## src/rtl/rtc_pkg.sv

```systemverilog
// Shared constants for the seconds counter: register byte offsets and
// status bit positions. Assumes a 32-bit data path.
package rtc_pkg;
    localparam int unsigned OFS_COUNT  = 32'h00;
    localparam int unsigned OFS_MATCH  = 32'h04;
    localparam int unsigned OFS_LOAD   = 32'h08;
    localparam int unsigned OFS_CTRL   = 32'h0C;
    localparam int unsigned OFS_MASK   = 32'h10;
    localparam int unsigned OFS_RAW    = 32'h14;
    localparam int unsigned OFS_MSK_ST = 32'h18;
    localparam int unsigned OFS_CLEAR  = 32'h1C;
    localparam int unsigned BIT_ALARM  = 0;
    localparam int unsigned BIT_PERIOD = 1;
endpackage

```

## src/rtl/rtc_sec_counter.sv

```systemverilog
// Seconds counter: loads on request (priority) or steps by one.
// Assumes step is already qualified by the run bit.
module rtc_sec_counter #(
    parameter int DATA_W = 32
) (
    input  logic              clk,
    input  logic              rst_n,
    input  logic              load_en,
    input  logic [DATA_W-1:0] load_val,
    input  logic              step,
    output logic [DATA_W-1:0] cnt,
    output logic [DATA_W-1:0] cnt_inc
);
    assign cnt_inc = cnt + DATA_W'(1);

    // Count register: reset, load, or increment with natural wrap.
    always_ff @(posedge clk) begin
        if (!rst_n)       cnt <= '0;
        else if (load_en) cnt <= load_val;
        else if (step)    cnt <= cnt_inc;
    end
endmodule

```

## src/rtl/rtc_match_unit.sv

```systemverilog
// Alarm event detector: flags the step at which the counter lands on
// the compare value. Loads never produce an event.
module rtc_match_unit #(
    parameter int DATA_W = 32
) (
    input  logic              step,
    input  logic              load_en,
    input  logic [DATA_W-1:0] cnt_inc,
    input  logic [DATA_W-1:0] match_val,
    output logic              hit
);
    // Event when the value about to be stored equals the compare value.
    always_comb hit = step && !load_en && (cnt_inc == match_val);
endmodule

```

## src/rtl/rtc_irq_ctrl.sv

```systemverilog
// Interrupt bookkeeping: sticky raw bits with write-1-to-clear, a mask
// register, masked status and a single OR'ed line. A set wins over a
// clear in the same cycle.
module rtc_irq_ctrl #(
    parameter int IRQ_W = 2
) (
    input  logic             clk,
    input  logic             rst_n,
    input  logic [IRQ_W-1:0] set_vec,
    input  logic             clr_wr,
    input  logic [IRQ_W-1:0] clr_vec,
    input  logic             mask_wr,
    input  logic [IRQ_W-1:0] mask_val,
    output logic [IRQ_W-1:0] raw,
    output logic [IRQ_W-1:0] mask,
    output logic [IRQ_W-1:0] masked,
    output logic             irq
);
    for (genvar i = 0; i < IRQ_W; i++) begin : g_raw
        // One sticky status bit: set has priority over clear.
        always_ff @(posedge clk) begin
            if (!rst_n)                      raw[i] <= 1'b0;
            else if (set_vec[i])             raw[i] <= 1'b1;
            else if (clr_wr && clr_vec[i])   raw[i] <= 1'b0;
        end
    end

    // Mask register, written whole.
    always_ff @(posedge clk) begin
        if (!rst_n)       mask <= '0;
        else if (mask_wr) mask <= mask_val;
    end

    always_comb begin
        masked = raw & mask;
        irq    = |masked;
    end
endmodule

```

## src/rtl/rtc_alarm_top.sv

```systemverilog
// Top of the seconds counter: register decode, compare/load/control
// registers and read mux. Writes land at the clock edge; reads are
// combinational. Assumes word-aligned byte offsets.
module rtc_alarm_top
    import rtc_pkg::*;
#(
    parameter int DATA_W  = 32,
    parameter int ADDR_W  = 5,
    parameter int IRQ_W   = 2,
    parameter int RUN_BIT = 26
) (
    input  logic              clk,
    input  logic              rst_n,
    input  logic              tick,
    input  logic              bus_sel,
    input  logic              bus_wr,
    input  logic [ADDR_W-1:0] bus_addr,
    input  logic [DATA_W-1:0] bus_wdata,
    output logic [DATA_W-1:0] bus_rdata,
    output logic              irq
);
    localparam logic [ADDR_W-1:0] A_COUNT  = ADDR_W'(OFS_COUNT);
    localparam logic [ADDR_W-1:0] A_MATCH  = ADDR_W'(OFS_MATCH);
    localparam logic [ADDR_W-1:0] A_LOAD   = ADDR_W'(OFS_LOAD);
    localparam logic [ADDR_W-1:0] A_CTRL   = ADDR_W'(OFS_CTRL);
    localparam logic [ADDR_W-1:0] A_MASK   = ADDR_W'(OFS_MASK);
    localparam logic [ADDR_W-1:0] A_RAW    = ADDR_W'(OFS_RAW);
    localparam logic [ADDR_W-1:0] A_MSK_ST = ADDR_W'(OFS_MSK_ST);

    logic              wr_hit, ld_wr, match_wr, ctrl_wr, mask_wr, clr_wr;
    logic [DATA_W-1:0] cnt_q, cnt_inc, match_q, load_q;
    logic              run_q, step, alarm_hit;
    logic [IRQ_W-1:0]  set_vec, raw_q, mask_q, masked;

    // Write strobes per register.
    always_comb begin
        wr_hit   = bus_sel && bus_wr;
        ld_wr    = wr_hit && (bus_addr == A_LOAD);
        match_wr = wr_hit && (bus_addr == A_MATCH);
        ctrl_wr  = wr_hit && (bus_addr == A_CTRL);
        mask_wr  = wr_hit && (bus_addr == A_MASK);
        clr_wr   = wr_hit && (bus_addr == ADDR_W'(OFS_CLEAR));
        step     = tick && run_q;
    end

    // Compare, load-shadow and run-bit registers.
    always_ff @(posedge clk) begin
        if (!rst_n) begin
            match_q <= '0;
            load_q  <= '0;
            run_q   <= 1'b0;
        end else begin
            if (match_wr) match_q <= bus_wdata;
            if (ld_wr)    load_q  <= bus_wdata;
            if (ctrl_wr)  run_q   <= bus_wdata[RUN_BIT];
        end
    end

    rtc_sec_counter #(.DATA_W(DATA_W)) u_cnt (
        .clk(clk), .rst_n(rst_n), .load_en(ld_wr), .load_val(bus_wdata),
        .step(step), .cnt(cnt_q), .cnt_inc(cnt_inc)
    );

    rtc_match_unit #(.DATA_W(DATA_W)) u_match (
        .step(step), .load_en(ld_wr), .cnt_inc(cnt_inc),
        .match_val(match_q), .hit(alarm_hit)
    );

    // Only the alarm has a source; the periodic bit never sets.
    always_comb begin
        set_vec            = '0;
        set_vec[BIT_ALARM] = alarm_hit;
    end

    rtc_irq_ctrl #(.IRQ_W(IRQ_W)) u_irq (
        .clk(clk), .rst_n(rst_n), .set_vec(set_vec), .clr_wr(clr_wr),
        .clr_vec(bus_wdata[IRQ_W-1:0]), .mask_wr(mask_wr),
        .mask_val(bus_wdata[IRQ_W-1:0]), .raw(raw_q), .mask(mask_q),
        .masked(masked), .irq(irq)
    );

    // Read mux: combinational, zero for clear and unmapped offsets.
    always_comb begin
        bus_rdata = '0;
        if (bus_sel && !bus_wr) begin
            case (bus_addr)
                A_COUNT:  bus_rdata = cnt_q;
                A_MATCH:  bus_rdata = match_q;
                A_LOAD:   bus_rdata = load_q;
                A_CTRL:   bus_rdata[RUN_BIT] = run_q;
                A_MASK:   bus_rdata = DATA_W'(mask_q);
                A_RAW:    bus_rdata = DATA_W'(raw_q);
                A_MSK_ST: bus_rdata = DATA_W'(masked);
                default:  bus_rdata = '0;
            endcase
        end
    end
endmodule

```

## config.mk

```make
export PLATFORM = sky130hd
export DESIGN_NAME = rtc_alarm_top
export DESIGN_NICKNAME = d
export VERILOG_FILES = /design/src/rtl/rtc_pkg.sv /design/src/rtl/rtc_sec_counter.sv /design/src/rtl/rtc_match_unit.sv /design/src/rtl/rtc_irq_ctrl.sv /design/src/rtl/rtc_alarm_top.sv
export SDC_FILE = /design/constraint.sdc
export NUM_CORES = 1
export LEC_CHECK = 0
export CAP_MARGIN = 20
export CORE_MARGIN = 3
export CORE_UTILIZATION = 55
export DETAILED_ROUTE_END_ITERATION = 7
export GPL_TIMING_DRIVEN = 0
export PLACE_DENSITY = 0.79
export REMOVE_ABC_BUFFERS = 1
export SYNTH_ARGS = -nofsm -noshare
export SYNTH_HDL_FRONTEND = slang
export SYNTH_SLANG_ARGS = --single-unit
```

## constraint.sdc

```tcl
create_clock -name clk -period 2.79 [get_ports clk]
set_input_delay 0.6975 -clock clk [delete_from_list [all_inputs] [get_ports clk]]
set_output_delay 0.6975 -clock clk [all_outputs]
set_load 0.02 [all_outputs]
```

==> results of run 1 <==
sequential cells by signal, summed over array words and instances (netlist names):
name        cells
u_irq.mask      2
u_cnt.cnt      32
match_q        32
load_q         32
run_q           1
u_irq.raw       1
where the power goes:
part           internal (mW)  switching [mW]
combinational          0.112           0.112
sequential              1.43         0.00775
clock                  0.461           0.516
total                   2.01           0.635
through the flow:
| step | TNS, ns | area [µm²] | hold WS, ns | util |
|---|---|---|---|---|
| floorplan | -85.45 | 5810 | 0.440 | - |
| global placement | -625.20 | 6720 | 0.452 | 0.637 |
| detailed placement | -97.75 | 6860 | 0.457 | 0.650 |
| CTS | -0.254 | 7170 | 0.470 | 0.679 |
| global route | -0.0131 | 7270 | 0.487 | 0.689 |
| finish | 0 | 7270 | 0.469 | 0.689 |
layer usage:
| layer | GRT usage | wire length, µm | vias to the layer above |
|---|---|---|---|
| met1 | 0.354 | 7540 | 2723 |
| li1 | - | - | 2824 |
| met2 | 0.451 | 8020 | 202 |
| met4 | 0.0949 | 279 | 0 |
| met3 | 0.0590 | 1260 | 27 |
| met5 | 0 | 0 | - |
kinds of logic (layout without fill, tap and decap cells):
| logic type | Yosys count | in the layout | synth area share |
|---|---|---|---|
| DFF | 100 | 100 | 0.328 |
| xor gates and xnor gates | 80 | 80 | 0.115 |
| AOI/OAI and AO/OA | 153 | 153 | 0.172 |
| and+or+nand+nor | 375 | 378 | 0.271 |
| adders and majority gates | 1 | 1 | 0.00205 |
| buffers and inverters | 75 | 114 | 0.0492 |
| muxes | 37 | 37 | 0.0628 |
final cells by class:
cell class / count / share of cell area
Timing Repair Buffer: 94 / 0.123
Clock inverter: 4 / 0.00654
Sequential cell: 100 / 0.276
Clock buffer: 12 / 0.0213
Inverter: 4 / 0.00207
Multi-Input combinational cell: 649 / 0.547
Tap cell: 136 / 0.0234
repair_timing:
action / in CTS / in global routing
endpoints found under the hold margin: 0 / 0
pin swaps: 4 / 9
endpoints found under the setup margin: 100 / 79
buffers inserted: 10 / 1
cloned: 3 / 0
gates resized for setup: 161 / 31
worst max-delay path, cell delays in order:
cell and delay, ns:
sky130_fd_sc_hd__buf_8 0.16, sky130_fd_sc_hd__buf_16 0.20, sky130_fd_sc_hd__nor2b_4 0.24, sky130_fd_sc_hd__nand2_1 0.08, sky130_fd_sc_hd__o21ai_0 0.09, sky130_fd_sc_hd__o21ai_0 0.13, sky130_fd_sc_hd__nor3b_1 0.25, sky130_fd_sc_hd__buf_2 0.21
placed cells by master (no fill, tap or decap), types with 5 or more instances in the layout:
cell                              count
sky130_fd_sc_hd__nand3_1             18
sky130_fd_sc_hd__o21ai_0             10
sky130_fd_sc_hd__buf_6                9
sky130_fd_sc_hd__nand2_1            191
sky130_fd_sc_hd__a21boi_0            90
sky130_fd_sc_hd__xnor2_1             46
sky130_fd_sc_hd__nor3b_1              7
sky130_fd_sc_hd__xor2_1              34
sky130_fd_sc_hd__nand4_1             19
sky130_fd_sc_hd__clkdlybuf4s50_1     34
sky130_fd_sc_hd__o211a_1              5
sky130_fd_sc_hd__nor2_1              85
sky130_fd_sc_hd__buf_4               14
sky130_fd_sc_hd__dfxtp_2              6
sky130_fd_sc_hd__mux2i_1             36
sky130_fd_sc_hd__dfxtp_1             94
sky130_fd_sc_hd__a21oi_1             35
sky130_fd_sc_hd__nor2_4               8
sky130_fd_sc_hd__clkbuf_8            11
sky130_fd_sc_hd__buf_8                6
sky130_fd_sc_hd__buf_2               20
sky130_fd_sc_hd__nor3_1              10
final timing paths:
path / to / slack (ns) / cells after the start
min: load_q[6]$_SDFFE_PN0P_ / 0.47 / 2
max reg2reg: u_irq.raw[0]$_SDFFE_PN0P_ / 0.18 / 8
min reg2reg: load_q[6]$_SDFFE_PN0P_ / 0.47 / 2
max: bus_rdata[0] / 0.009 / 8
==> results, run 1 <==
- The largest driver fanout on the critical path is 22.
- The critical path launch point is bus_addr[2].
- In the routed design, unresolved DRC markers number 0.
- Of the synthesized area, sequential elements account for 0.328.
- The commonest cells after synthesis are sky130_fd_sc_hd__nand2_1 (193), sky130_fd_sc_hd__dfxtp_1 (100), sky130_fd_sc_hd__nor2_1 (94), sky130_fd_sc_hd__a21boi_0 (90), sky130_fd_sc_hd__clkbuf_1 (54).
- Of the post-synthesis cell area, the dominant cell type holds 0.328.
- The warning count from the yosys run is 0.
- Entering global routing, the biggest net connects between 50 and 60 pins.
- The core box area is around 0.011 mm².
- STA classifies the critical path startpoint as a primary input.
- The highest clock rate is around 0.36 GHz.
- The number of global-route vias before repair is 5715.
- TritonCTS built the clock tree.
- The synthesized instance count is about 800.
- The number of core rows is 37.
- The number of buffers created by CTS is 9.
- Setup repair after global routing could not meet its margin everywhere.
- The pre-CTS setup slack is -1.25 ns.
- The share of the clock period used by the worst path after layout is 0.997.
- Yosys instantiated no cell more often than sky130_fd_sc_hd__nand2_1.
- For this configuration, the core starts out at a cell density of 0.578.
- The number of fill cells in the layout is ~870.
- The data required time at the worst endpoint is roughly 2.1 ns.
- The headroom to the max-slew limit is 0.355.
- The element type at the critical path end is a primary output.
- Summed over all instances, the cell type with the most area after synthesis is sky130_fd_sc_hd__dfxtp_1.
- The detail route stage leaves a number of antenna-violating nets equal to 0.
- The mean routed wirelength per cell is 17.1 µm.
- The area of the die is roughly 0.012 mm².
- The number of antenna repair diodes is 0.
- The number of input and output port buffers inserted is between 70 and 80.
- In this run the vertical extent of the chip is roughly 110 µm.
- The clock tree synthesis step divided the H-tree into 3 levels.
- The source of the worst register-to-register timing path is u_cnt.cnt[2]$_SDFFE_PN0P_.
- The clock slew seen by the registers of the worst setup and hold paths is around 0.090 ns.
- The synthesized netlist occupies a cell area of 0.00610 mm².
- The last weighted congestion value of the routability-driven placer is 0.863.
- The worst-case IR drop observed on VDD is ~0.22 mV.
- The routed design could run at a clock period as short as approximately 2.8 ns.
- Counting flops and latches in the post-synthesis netlist gives 100.
- The violation count after the first detailed-routing iteration is between 400 and 500.
- In the global route stage, overall resource usage came out at 0.273.
- Dividing total power by cell area gives a power density of about 360 mW/mm².
- The average size of a mapped cell is 7.43 µm².
- The run finished with clean final reports.
- The post-detailed-placement half-perimeter wirelength is ~11 mm.
- CTS saw 100 sinks.
- Summed over all layers, the global routing overflow is 0.
- The instance count after placement with tap cells included is between 900 and 1000.
- For this design the top-level I/O count stands at 75.
- The initial antenna violation count is 0.
- The measured slew at the worst slew-check pin is between 0.9 and 1 ns.
- Setup violations remaining at the end of the flow were counted as 0.
- The first detailed-routing pass took 6 iterations.
- Across the run, the number of max-cap violations was 0.
- Setup slack closes at 0.00854 ns.
- The post-synthesis cell type count is 46.
- The dominant register cell in the synthesized netlist is sky130_fd_sc_hd__dfxtp_1.
- The horizontal die dimension is between 100 and 150 µm.
- Yosys mapped a number of flops with a built-in enable equal to 0.
- The async set-or-reset flop fraction in the synthesized netlist is 0.
- In the final layout, the share of cells above drive strength 1 is 0.121.
- The multi-input combinational cells in the finished layout cover a total of 0.00398 mm².
- The number of hold-slack violations in the final timing report is 0.
- The count of hold-fix buffers inserted at cts is 0.
- In the post-synthesis netlist, the biggest area contributors are sky130_fd_sc_hd__dfxtp_1 (33%), sky130_fd_sc_hd__nand2_1 (12%), sky130_fd_sc_hd__a21boi_0 (11%), sky130_fd_sc_hd__xnor2_1 (6.6%), sky130_fd_sc_hd__mux2i_1 (5.9%).
- The area growth from synthesis to layout is 19.2%.
- The launch point of the worst hold path is load_q[6]$_SDFFE_PN0P_.
- The clock reaches the later pin of the worst-skew pair after 0.38 ns.
- Summed over all layers, the routed wires come to around 17 mm.
- The leakage power figure is approximately 2.7 nW.
- The CTS root buffer is sky130_fd_sc_hd__clkbuf_8.
- STA puts the critical path data arrival time at around 2.1 ns.
- The number of buffers on the longest clock path is 2.
- The overall power is 2.64 mW.
- The sequential cell area is around 0.0020 mm².
- For the final database, setup skew stands at approximately 0.0079 ns.
- The net count of the finished layout is between 900 and 1000.
- The path class of the tightest hold or removal check is flip-flop to flip-flop.
- The number of max-slew violations in the final report is 0.
- The finished layout holds approximately 1000 standard cells, fillers aside.
- The vias after detailed routing is roughly 5800.
- The first global-routing pass estimated about 28 mm of wire.
- In the routed layout, each cell is associated on average with a via count of 5.78.
- The type of the setup path with the least slack is primary input to primary output.
No activity file was read; power rests on OpenSTA's default activity.
==> inputs of run 2 (changes only) <==
==> constraint.sdc (replaced) <==
create_clock -name clk -period 2.79 [get_ports clk]
set_input_delay 0.6975 -clock clk [delete_from_list [all_inputs] [get_ports clk]]
set_output_delay 0.6975 -clock clk [all_outputs]
set_load 0.005 [all_outputs]
==> results, run 2 (synthesis results as in run 1) <==
- The worst-case IR drop observed on VDD is between 0.2 and 0.25 mV.
- The worst hold slack after final layout is ~0.47 ns.
- Setup repair after global routing could not meet its margin everywhere.
- The number of global-route vias before repair came to slightly below 6000.
- The largest driver fanout on the critical path is 23.
- The completed layout was analyzed and its total power is about 2.7 mW.
- The run finished with clean final reports.
- The clock slew seen by the registers of the worst setup and hold paths is ~0.090 ns.
- The detail-routed via count per cell is about 5.9.
- In the finished design, the share of the clock period the worst path needs comes to 0.977.
- The minimum period implied by the final worst setup slack is 2.73 ns.
- The number of hold-slack violations in the final timing report came to 0.
- The clock drives 100 sinks.
- At the worst endpoint, the arrival time is around 2.0 ns.
- The longest clock path from root to sink contains 2 buffers.
- The finished cells cover between 0.007 and 0.008 mm².
- The number of nets with antenna violations after routing is 0.
- The post-detailed-placement half-perimeter wirelength is roughly 11 mm.
- In the final layout, the registers with the most flip-flops are load_q: 32 flops, match_q: 32 flops, u_cnt.cnt: 32 flops.
- The element type at the critical path end is a primary output.
- The initial utilization of the core area, before any placement, comes to 0.578.
- The repair_antennas step left the layout with diodes totalling 0.
- The number of buffers created by CTS is 9.
- The type of the setup path with the least slack is primary input to primary output.
- The area occupied by multi-input gates is around 0.004 mm².
- The ratio of cells with drive above 1 in the final layout is 0.128.
- The number of top-level pins is 75.
- The die covers roughly 0.012 mm².
- The last weighted congestion value of the routability-driven placer is about 0.86.
- The cell with the largest stage delay on the worst path is sky130_fd_sc_hd__a21oi_1.
- The top cell types in the final layout, fill and taps aside, are sky130_fd_sc_hd__nand2_1 (191), sky130_fd_sc_hd__dfxtp_1 (96), sky130_fd_sc_hd__a21boi_0 (90).
- The initial antenna violation count is 0.
- The most common cell after layout, fill and taps aside is sky130_fd_sc_hd__nand2_1.
- The core box area is 0.0106 mm².
- The violation count after the first detailed-routing iteration is 466.
- The clock latency on the worst-skew pair is just under 0.4 ns.
- The worst path buffer plus inverter count is 5.
- The cell area power density is 351 mW/mm².
- The initialized floorplan defines 37 standard-cell rows.
- Compared with the post-synthesis result, the final layout area differs by 24.9%.
- The number of max-slew violations in the final report came to 0.
- After the last flow step, the layout net total stands at between 900 and 1000.
- Data on the critical path is required at its endpoint by 2.09 ns.
- Max-cap violations in this run came to 0.
- The classification of the worst-slack hold path is flip-flop to flip-flop.
- At the pin with the least slew margin, the transition time is 0.965 ns.
- The overall track demand over capacity in global routing is 0.288.
- Walking the worst path, the cells encountered are buf_12 -> buf_16 -> nor2b_4 -> buf_4 -> buf_4 -> a21oi_1 -> nor2_4 -> dlygate4sd2_1.
- The sequential cell area is around 0.002 mm².
- The worst setup path is launched from a primary input.
- The largest single stage delay on the critical path is 0.31 ns.
- The placed instances occupy a cell area of between 0.006 and 0.007 mm².
- In this design, the largest share of critical-path delay is due to buffers and inverters.
- The number of fill cells in the layout is a little over 800.
- Between clock sinks in the finished design, the worst skew comes to ~0.012 ns.
- The mean routed wirelength per cell is between 15 and 20 µm.
- The headroom to the max-slew limit is 0.354.
- The routed design has between 15 and 20 mm of wire.
- Measured along the y axis, the die boundary spans 111 µm.
- The count of hold-fix buffers inserted at cts is 0.
- The leakage power figure is 2.83 nW.
- The remaining routing DRC violations is 0.
- The cell sitting at the root of the clock tree is a sky130_fd_sc_hd__clkbuf_8.
- The most numerous cell type found on the critical path is sky130_fd_sc_hd__buf_4.
- The first TritonRoute pass finished after 6 iterations.
- Entering global routing, the biggest net connects 53 pins.
- For this run the aggregate overflow at the end of global routing stands at 0.
- The global-route wire length before repair is between 20 and 30 mm.
- The die is approximately 110 µm wide.
- Static timing analysis puts the maximum clock frequency at 0.367 GHz.
- During placement, the flow inserted port buffers numbering 74.
- The clock tree from TritonCTS is done.
- Setup violations remaining at the end of the flow were counted as 0.
- Summing over every cut layer, the via total after detailed routing is a little under 6000.
- The number of H-tree branching levels is 3.
## run 2: changes by cell type in the layout (fill, tap and decap cells not counted), sizes merged
cell / previous run / this run
bufbuf: 0 / 1
clkdlybuf4s15: 0 / 5
clkbuf: 13 / 17
dlygate4sd2: 3 / 26
nand2: 195 / 196
dlymetal6s2s: 3 / 1
buf: 53 / 38
## run 2: layer usage
| metal | track usage | routed length, µm |
|---|---|---|
| met2 | 0.470 | 8480 |
| met4 | 0.107 | 476 |
| met3 | 0.0469 | 1270 |
| met5 | 0 | 0 |
| met1 | 0.384 | 7850 |
## run 2: per-stage QoR
step                      TNS [ns]  utilization  instances  worst slack (ns)
after floorplan             -80.41            -        750             -1.23
after CTS                        0        0.716       1014          0.000563
after global routing       -0.0137        0.722       1016           -0.0136
final                            0        0.722       1016            0.0646
after global placement     -621.92        0.637        960             -6.12
after detailed placement    -94.76        0.650        969             -1.15
## run 2: final timing paths
kind,start,to,slack [ns],depth (start not counted)
worst max register to register,u_cnt.cnt[1]$_SDFFE_PN0P_,u_irq.raw[0]$_SDFFE_PN0P_,0.15,8
worst min-delay path,load_q[6]$_SDFFE_PN0P_,load_q[6]$_SDFFE_PN0P_,0.47,2
worst max-delay path,bus_addr[2],bus_rdata[7],0.06,8
worst min register to register,load_q[6]$_SDFFE_PN0P_,load_q[6]$_SDFFE_PN0P_,0.47,2
## run 2: where the power goes
| part | switching (mW) | internal, mW |
|---|---|---|
| logic | 0.120 | 0.125 |
| registers | 0.00786 | 1.43 |
| clock network | 0.524 | 0.462 |
| total | 0.652 | 2.02 |
## run 2: cell type report
| type | count | share of cell area |
|---|---|---|
| Sequential cell | 100 | 0.264 |
| Clock inverter | 4 | 0.00624 |
| Clock buffer | 12 | 0.0204 |
| Multi-Input combinational cell | 650 | 0.536 |
| Timing Repair Buffer | 110 | 0.150 |
| Inverter | 4 | 0.00197 |
| Tap cell | 136 | 0.0223 |
## run 2: timing repair
action	CTS	global route
resized for setup	111	25
setup endpoints to repair	100	32
gates cloned	5	0
endpoints found under the hold margin	0	0
pin swaps	23	8
buffers inserted	24	2
## run 2: worst min-delay path, delay by kind of cell, from the launching register on
family / cells / cell delay (ns)
AO/OA/AOI/OAI: 1 / 0.06
flip-flops: 1 / 0.32
AND/OR/NAND/NOR: 1 / 0.04
